--- config.mk ---
export PLATFORM = sky130hd
export DESIGN_NAME = lpc_sync_monitor
export DESIGN_NICKNAME = d
export VERILOG_FILES = /design/src/rtl/lpc_sync_pkg.sv /design/src/rtl/lpc_sync_decode.sv /design/src/rtl/lpc_wait_guard.sv /design/src/rtl/lpc_byte_tracker.sv /design/src/rtl/lpc_sync_monitor.sv
export SDC_FILE = /design/constraint.sdc
export NUM_CORES = 1
export LEC_CHECK = 0
export ABC_AREA = 1
export BUFFER_PORTS_ARGS = -buffer_cell sky130_fd_sc_hd__buf_2
export CAP_MARGIN = 0
export CORE_MARGIN = 1.5
export CORE_UTILIZATION = 63
export CTS_BUF_LIST = sky130_fd_sc_hd__clkbuf_4 sky130_fd_sc_hd__clkbuf_8
export CTS_CLUSTER_SIZE = 8
export DETAILED_ROUTE_END_ITERATION = 12
export PLACE_DENSITY = 0.95
export SYNTH_ARGS = -nofsm -noshare
export SYNTH_HDL_FRONTEND = slang
export SYNTH_HIERARCHICAL = 1
export SYNTH_SLANG_ARGS = --single-unit
--- constraint.sdc ---
create_clock -name clk -period 2.55 [get_ports clk]
set_input_delay 0.255 -clock clk [delete_from_list [all_inputs] [get_ports clk]]
set_output_delay 0.255 -clock clk [all_outputs]
set_load 0.005 [all_outputs]
--- src/rtl/lpc_sync_pkg.sv ---
package lpc_sync_pkg;

    localparam logic [3:0] NIB_READY = 4'b0000;
    localparam logic [3:0] NIB_SHORT = 4'b0101;
    localparam logic [3:0] NIB_LONG  = 4'b0110;
    localparam logic [3:0] NIB_ERROR = 4'b1010;

    typedef enum logic [2:0] {
        SC_READY,
        SC_SHORT,
        SC_LONG,
        SC_ERROR,
        SC_INVALID
    } sync_class_e;

    typedef enum logic [1:0] {
        ST_IDLE,
        ST_SYNC,
        ST_DATA_HI,
        ST_DATA_LO
    } mon_state_e;

    typedef struct packed {
        logic done;
        logic error;
        logic abort;
    } mon_flags_t;

    function automatic sync_class_e classify_nibble(input logic [3:0] nib);
        sync_class_e c;
        case (nib)
            NIB_READY: c = SC_READY;
            NIB_SHORT: c = SC_SHORT;
            NIB_LONG:  c = SC_LONG;
            NIB_ERROR: c = SC_ERROR;
            default:   c = SC_INVALID;
        endcase
        return c;
    endfunction

endpackage

--- src/rtl/lpc_sync_decode.sv ---
module lpc_sync_decode
    import lpc_sync_pkg::*;
(
    input  logic [3:0]  lad,
    output sync_class_e cls
);
    always_comb begin
        cls = classify_nibble(lad);
    end
endmodule

--- src/rtl/lpc_wait_guard.sv ---
module lpc_wait_guard
    import lpc_sync_pkg::*;
#(
    parameter int SHORT_MAX = 8,
    parameter int INV_LIMIT = 3
) (
    input  logic        clk,
    input  logic        rst,
    input  logic        clear,
    input  logic        active,
    input  sync_class_e cls,
    output logic        abort_req
);
    localparam int SW = $clog2(SHORT_MAX + 1);
    localparam int IW = $clog2(INV_LIMIT + 1);
    localparam logic [SW-1:0] SHORT_CAP = SW'(SHORT_MAX);
    localparam logic [IW-1:0] INV_LAST  = IW'(INV_LIMIT - 1);

    logic [SW-1:0] short_cnt;
    logic [IW-1:0] inv_cnt;
    logic          short_over;
    logic          inv_over;

    always_comb begin
        short_over = (cls == SC_SHORT)   && (short_cnt == SHORT_CAP);
        inv_over   = (cls == SC_INVALID) && (inv_cnt == INV_LAST);
        abort_req  = active && (short_over || inv_over);
    end

    always_ff @(posedge clk) begin
        if (rst || clear || abort_req) begin
            short_cnt <= '0;
            inv_cnt   <= '0;
        end else if (active) begin
            short_cnt <= (cls == SC_SHORT)   ? short_cnt + 1'b1 : '0;
            inv_cnt   <= (cls == SC_INVALID) ? inv_cnt + 1'b1   : '0;
        end
    end

    p_short_cap_r3: assert property (@(posedge clk) disable iff (rst)
        short_cnt <= SHORT_CAP);

    p_inv_cap_r5: assert property (@(posedge clk) disable iff (rst)
        inv_cnt <= INV_LAST);

    p_long_breaks_run_r8: assert property (@(posedge clk) disable iff (rst)
        (active && !clear && cls == SC_LONG) |=> (short_cnt == '0 && inv_cnt == '0));

endmodule

--- src/rtl/lpc_byte_tracker.sv ---
module lpc_byte_tracker #(
    parameter int BYTE_W = 3
) (
    input  logic              clk,
    input  logic              rst,
    input  logic              load,
    input  logic [BYTE_W-1:0] load_cnt,
    input  logic              step,
    output logic              last,
    output logic [BYTE_W-1:0] xfer
);
    logic [BYTE_W-1:0] left;

    always_comb begin
        last = (left == BYTE_W'(1));
    end

    always_ff @(posedge clk) begin
        if (rst) begin
            left <= '0;
            xfer <= '0;
        end else if (load) begin
            left <= (load_cnt == '0) ? BYTE_W'(1) : load_cnt;
            xfer <= '0;
        end else if (step) begin
            left <= left - 1'b1;
            xfer <= xfer + 1'b1;
        end
    end

    p_no_underflow_r7: assert property (@(posedge clk) disable iff (rst)
        (step && !load) |-> (left != '0));

endmodule

--- src/rtl/lpc_sync_monitor.sv ---
module lpc_sync_monitor
    import lpc_sync_pkg::*;
#(
    parameter int BYTE_W    = 3,
    parameter int SHORT_MAX = 8,
    parameter int INV_LIMIT = 3
) (
    input  logic              clk,
    input  logic              rst,
    input  logic              cyc_start,
    input  logic              is_read,
    input  logic [BYTE_W-1:0] byte_cnt,
    input  logic [3:0]        lad,
    output logic              sync_done,
    output logic              sync_error,
    output logic              abort,
    output logic [BYTE_W-1:0] bytes_transferred
);
    mon_state_e  state;
    mon_flags_t  flags;
    sync_class_e cls;
    logic        rd_q;
    logic        err_pend;
    logic        in_sync;
    logic        abort_req;
    logic        step;
    logic        last;

    lpc_sync_decode u_decode (
        .lad (lad),
        .cls (cls)
    );

    lpc_wait_guard #(
        .SHORT_MAX (SHORT_MAX),
        .INV_LIMIT (INV_LIMIT)
    ) u_guard (
        .clk       (clk),
        .rst       (rst),
        .clear     (cyc_start),
        .active    (in_sync),
        .cls       (cls),
        .abort_req (abort_req)
    );

    lpc_byte_tracker #(
        .BYTE_W (BYTE_W)
    ) u_bytes (
        .clk      (clk),
        .rst      (rst),
        .load     (cyc_start),
        .load_cnt (byte_cnt),
        .step     (step),
        .last     (last),
        .xfer     (bytes_transferred)
    );

    always_comb begin
        in_sync = (state == ST_SYNC) && !cyc_start;
        step    = !cyc_start &&
                  (((state == ST_SYNC) && (cls == SC_READY) && !rd_q) ||
                   ((state == ST_DATA_LO) && !err_pend));
    end

    always_ff @(posedge clk) begin
        if (rst) begin
            state    <= ST_IDLE;
            flags    <= '0;
            rd_q     <= 1'b0;
            err_pend <= 1'b0;
        end else if (cyc_start) begin
            state    <= ST_SYNC;
            flags    <= '0;
            rd_q     <= is_read;
            err_pend <= 1'b0;
        end else begin
            case (state)
                ST_SYNC: begin
                    if (abort_req) begin
                        flags.abort <= 1'b1;
                        state       <= ST_IDLE;
                    end else if (cls == SC_READY) begin
                        if (rd_q) begin
                            state <= ST_DATA_HI;
                        end else if (last) begin
                            flags.done <= 1'b1;
                            state      <= ST_IDLE;
                        end
                    end else if (cls == SC_ERROR) begin
                        flags.error <= 1'b1;
                        if (rd_q) begin
                            err_pend <= 1'b1;
                            state    <= ST_DATA_HI;
                        end else begin
                            flags.done <= 1'b1;
                            state      <= ST_IDLE;
                        end
                    end
                end
                ST_DATA_HI: state <= ST_DATA_LO;
                ST_DATA_LO: begin
                    if (err_pend || last) begin
                        flags.done <= 1'b1;
                        state      <= ST_IDLE;
                    end else begin
                        state <= ST_SYNC;
                    end
                end
                default: state <= ST_IDLE;
            endcase
        end
    end

    assign sync_done  = flags.done;
    assign sync_error = flags.error;
    assign abort      = flags.abort;

    p_start_clears_r1: assert property (@(posedge clk) disable iff (rst)
        cyc_start |=> (!sync_done && !sync_error && !abort && bytes_transferred == '0));

    p_done_abort_excl_r2: assert property (@(posedge clk) disable iff (rst)
        !(sync_done && abort));

    p_long_never_aborts_r4: assert property (@(posedge clk) disable iff (rst)
        (in_sync && cls == SC_LONG) |=> !abort);

    p_error_freezes_count_r7: assert property (@(posedge clk) disable iff (rst)
        (sync_error && !cyc_start) |=> $stable(bytes_transferred));

    p_idle_ignores_lad_r10: assert property (@(posedge clk) disable iff (rst)
        (state == ST_IDLE && !cyc_start) |=>
            ($stable(sync_done) && $stable(sync_error) && $stable(abort) &&
             $stable(bytes_transferred)));

endmodule

* Yosys cells after proc, flatten, opt, wreduce, memory -nomap -nowiden
Cells that the tools add are included. Widths: inputs -> output; s select.
Cells by class: eq/ne operators 22, reduce and logical (&&, ||, !) cells 28, add/subtract/negate cells 4, mux-type cells 24, bitwise operators 2
Operators by type and width (count):
- $mux 2 | 9
- $pmux 3 s4 | 1
- $mux 3 | 3
- $ne 3x3->1 const B | 3
- $eq 4x3->1 const B | 2
- $eq 4x4->1 const B | 2
- $logic_and 1x1->1 | 8
- $mux 1 | 8
- $reduce_and 7->1 | 1
- $eq 2x2->1 const B | 3
- $eq 3x1->1 const B | 2
- $logic_not 3->1 | 2
- $ne 6x5->1 const B | 1
- $pmux 2 s3 | 1
- $reduce_and 2->1 | 3
- $logic_or 1x1->1 | 5
- $ne 5x2->1 const B | 1
- $ne 5x4->1 const B | 1
- $reduce_and 5->1 | 1
- $add 4x1->4 const B | 1
- $logic_not 4->1 | 1
- $mux 4 | 1
- $ne 4x1->1 const B | 1
- $reduce_and 4->1 | 1
- other kinds (14) | 18
Word-level totals: flip-flop bits (word level) 19, output and inout port bits 6, logic and storage cells 91, input bits 11

* Longest topological paths before layout
word-level depth 9, mapped depth 16, gate-level depth less buffers 16

* Modules after synthesis
The synthesis kept the hierarchy.
Modules (own cells, without submodules):
- lpc_sync_monitor | seq. area each 140.1 sq um, cells an instance 60, area each 404.1 sq um, times used 1
- lpc_wait_guard | seq. area each 120.1 sq um, cells an instance 57, area each 375.4 sq um, times used 1
- lpc_byte_tracker | seq. area each 120.1 sq um, cells an instance 54, area each 347.8 sq um, times used 1
- lpc_sync_decode | seq. area each 0.0 sq um, cells an instance 18, area each 77.6 sq um, times used 1

* Least setup slack after synthesis
OpenSTA, ideal clock, no wires.
path type register to register, start point reg state[0], end point reg with a tool-made name, path slack 814 ps, arrival 1674 ps, period minus slack after synthesis 1736 ps, library setup time 62 ps, stages on the path, launching flop included 13, data required time 2488 ps, buffers on the path 0, cell sequence dfxtp_1 -> nand2_4 -> nor2_1 -> inv_2 -> nor2_4 -> nand3_1 -> nand2_1 -> nor2_1 -> nand3_2 -> nand3_1 -> nand2_1 -> clkinv_1 -> nor2_2
RTL lines:
- start: declaration | line lpc_sync_monitor.sv:19 | mon_state_e state;
- start signal: assignment | line lpc_sync_monitor.sv:67 | state <= ST_IDLE;
- start signal: assignment | line lpc_sync_monitor.sv:72 | state <= ST_SYNC;
- start signal: assignment | line lpc_sync_monitor.sv:81 | state <= ST_IDLE;

* Worst setup path in the final report
start point reg state[0], end point reg state[0]
On the way: word-level cells in the longest chain between the ends 6, elaborated cells on any way between the ends 11, those cells by class 5 x eq/ne; 3 x mux; 3 x reduce/logical
RTL lines:
- $eq 2x1->1 * | line lpc_sync_monitor.sv:59 | in_sync = (state == ST_SYNC) && !cyc_start;
- $logic_and 1x1->1 * | line lpc_sync_monitor.sv:59
- net in_sync | line lpc_sync_monitor.sv:24 | logic in_sync;
- $logic_and 1x1->1 * | line lpc_wait_guard.sv:27 | abort_req = active && (short_over || inv_over);
- net abort_req | line lpc_sync_monitor.sv:25 | logic abort_req;
- $mux 2 | line lpc_sync_monitor.sv:79 | if (abort_req) begin
- $pmux 2 s3 | line lpc_sync_monitor.sv:77 | case (state)
- $mux 1 | line lpc_sync_monitor.sv:71 | end else if (cyc_start) begin
The timed path passes the listed nets; every way through them passes the cells marked *. A chain may end at the register's enable or synchronous reset.

==> results.tsv <==
metric	value	unit
drtIter0Drc	42	
critPathCapture	state[0]	
grt_pass1_wl	3.919	mm
layout_common_cells	nand2_1, inv_1, nor2_1, dfxtp_1, buf_2	
gp_congestion	0.9083	
finish.utilization	76.60	%
ys_ff_latch	19	
setup_tns	0	ns
powerDensity	423.2	nW/um^2
synth_area	1205	um^2
area_growth	12.15	%
setup_slack	0.6211	ns
clk_pin_slew	0.11	ns
cp_num_buf_inv	3	
initial_core_util	68.30	%
r2r-start	state[0]	
r2r_setup_slack	0.62	ns
synth.distinct_cells	24	
fp.coreArea	1764	um^2
antenna_found_initial	0	
drc	0	
crit_chain	nand2_4 > nor2_1 > buf_4 > inv_2 > nor2_1 > nand2_1 > nand2_1 > nor2_1 > nand3_2 > nand3_1 > o21bai_1 > inv_1	
whs_path_depth	2	
grt_max_degree	13	
arrival	2.14	ns
switching_share	29.96	%
ir_worst_vdd	328.1	uV
cts_sinks	19	
rows	15	
cts_made_buffers	3	
yosysSeqAreaShare	31.57	%
final_layout_size_suffix_gt1_share	18.57	%
slowest_stage	dfxtp_1	
slew_headroom	64.73	%
synth_cells	189	
grtUsageTotal	25.14	%
worstSkewPairLatency	0.30	ns
nets	228	
min_period_over_period	75.64	%
antennaDiodeCount	0	
dpl.hpwl	1.972	mm
finalHoldViolations	0	
p_leak	0.6749	nW
cp_max_fo	7	
setup_viol	0	
path_common_cell	nor2_1	
tightest_slew	0.5291	ns
max_stage_delay	0.50	ns
dr.pass1.iters	4	
cts-resized-gates	0	
grt_pass1_vias	1033	
crit_cells	12	
mostFrequentLayoutCell	nand2_1	
comb_power_share	18.4	%
hold_class	in -> reg	
crit_path_start	state[0]	
cts_tree	done	
switchingPower	171.4	uW
clkPwrFrac	26.9	%
die_w	46.73	um
final_antenna_net_count	0	
required	2.76	ns
intPower	400.5	uW
cp-end-kind	register	
root_buffer	clkbuf_4	
place_worst_setup_slack	0.4509	ns
portBuffers	16	
fmax	518.4	MHz
wl	2.565	mm
p_seq_share	54.7	%
cts_hold_buf	0	
wl_per_cell	10.91	um
max-clock-path-buffers	2	
r2r-end	state[0]	
outcome	finished clean	
vias_per_cell	5.055	
io_pins	17	
period_minus_slack	1.929	ns
reg2reg_depth	12	
rsz0062_at_grt	false	
post-cts-setup-buffers	0	
synth.net_count	206	
fillers	148	
die_area	2184	um^2
ys_warn_count	6	
crit_type	reg -> reg	
h-tree-depth	1	
grt_overflow	0	
start_kind	register	
hold_slack	0.2053	ns
die_y	46.73	um
finClkSkew	0.001332	ns
routed-via-count	1188	
finalMaxSlewViolations	0	
maxCapViolCount	0	
syn_avg_cell_area	6.375	um^2
crit_family	simple AND/OR/NAND/NOR gates	
cells in the mapped netlist, drive strengths merged:
cell,instances,area (um^2)
a211oi,1,7.510
a21oi,9,45.04
a31oi,1,6.260
clkinv,1,3.750
dfxtp,19,380.4
ha,6,75.07
inv,41,153.9
nand2,44,175.2
nand3,15,90.09
nand4,3,18.77
nor2,39,178.9
o21a,1,7.510
o21ai,4,23.77
o21bai,2,15.01
o22ai,1,6.260
xnor2,1,8.760
xor2,1,8.760
sequential cells by signal, indices dropped and copies added, names as in the netlist, named ones only:
register	count
state	1
err_pend	1
u_bytes/left	3
sync_error	1
u_guard/short_cnt	4
rd_q	1
abort	1
u_guard/inv_cnt	2
sync_done	1
u_bytes/xfer	3
kinds of logic after synthesis:
kind of cell / count (synthesis) / share of synthesized area [%]
AND/OR/NAND/NOR: 101 / 38.42
adder cells (fa/ha/maj): 6 / 6.230
XOR/XNOR: 2 / 1.454
flip-flops: 19 / 31.57
buffers and inverters: 42 / 13.08
AO/OA/AOI/OAI: 19 / 9.242
stage by stage:
stage / std cells / instance area, um^2 / power (mW)
after floorplan: 189 / 1205 / 0.3916
after global placement: 231 / 1324 / 0.4182
final: 235 / 1351 / 0.5719
after CTS: 235 / 1351 / 0.5748
after detailed placement: 231 / 1324 / 0.4225
after global routing: 235 / 1351 / 0.6001
metal layers:
metal	GRT usage (%)	wire length, um
met5	0	0
met2	45.83	1358
met4	12.78	43
met3	3.462	83
met1	28.47	1079
final cells by class:
class / instances / area [um^2] / area share [%]
Timing Repair Buffer: 17 / 87.58 / 6.481
Tap cell: 25 / 31.28 / 2.315
Clock buffer: 3 / 22.52 / 1.667
Multi-Input combinational cell: 128 / 666.9 / 49.35
Sequential cell: 19 / 380.4 / 28.15
Clock inverter: 1 / 5.005 / 0.3704
Inverter: 42 / 157.7 / 11.67
worst min path at each step:
stage / from / end / slack (ns)
finish: rst / u_bytes/left[0] / 0.21
global route: rst / u_bytes/left[0] / 0.20
CTS: rst / u_bytes/left[0] / 0.20
detailed placement: sync_done / sync_done / 0.44
global placement: sync_done / sync_done / 0.44
floorplan: rst / u_bytes/left[0] / 0.32
power groups by stage:
stage / Sequential, mW / Clock [mW] / Combinational, mW
3_3_place_gp: 0.319 / 0 / 0.0993
4_1_cts: 0.312 / 0.158 / 0.104
3_5_place_dp: 0.319 / 0 / 0.103
2_1_floorplan: 0.317 / 0 / 0.0744
5_1_grt: 0.314 / 0.168 / 0.118
6_report: 0.313 / 0.154 / 0.105
Power figures use the tool's default switching activity.
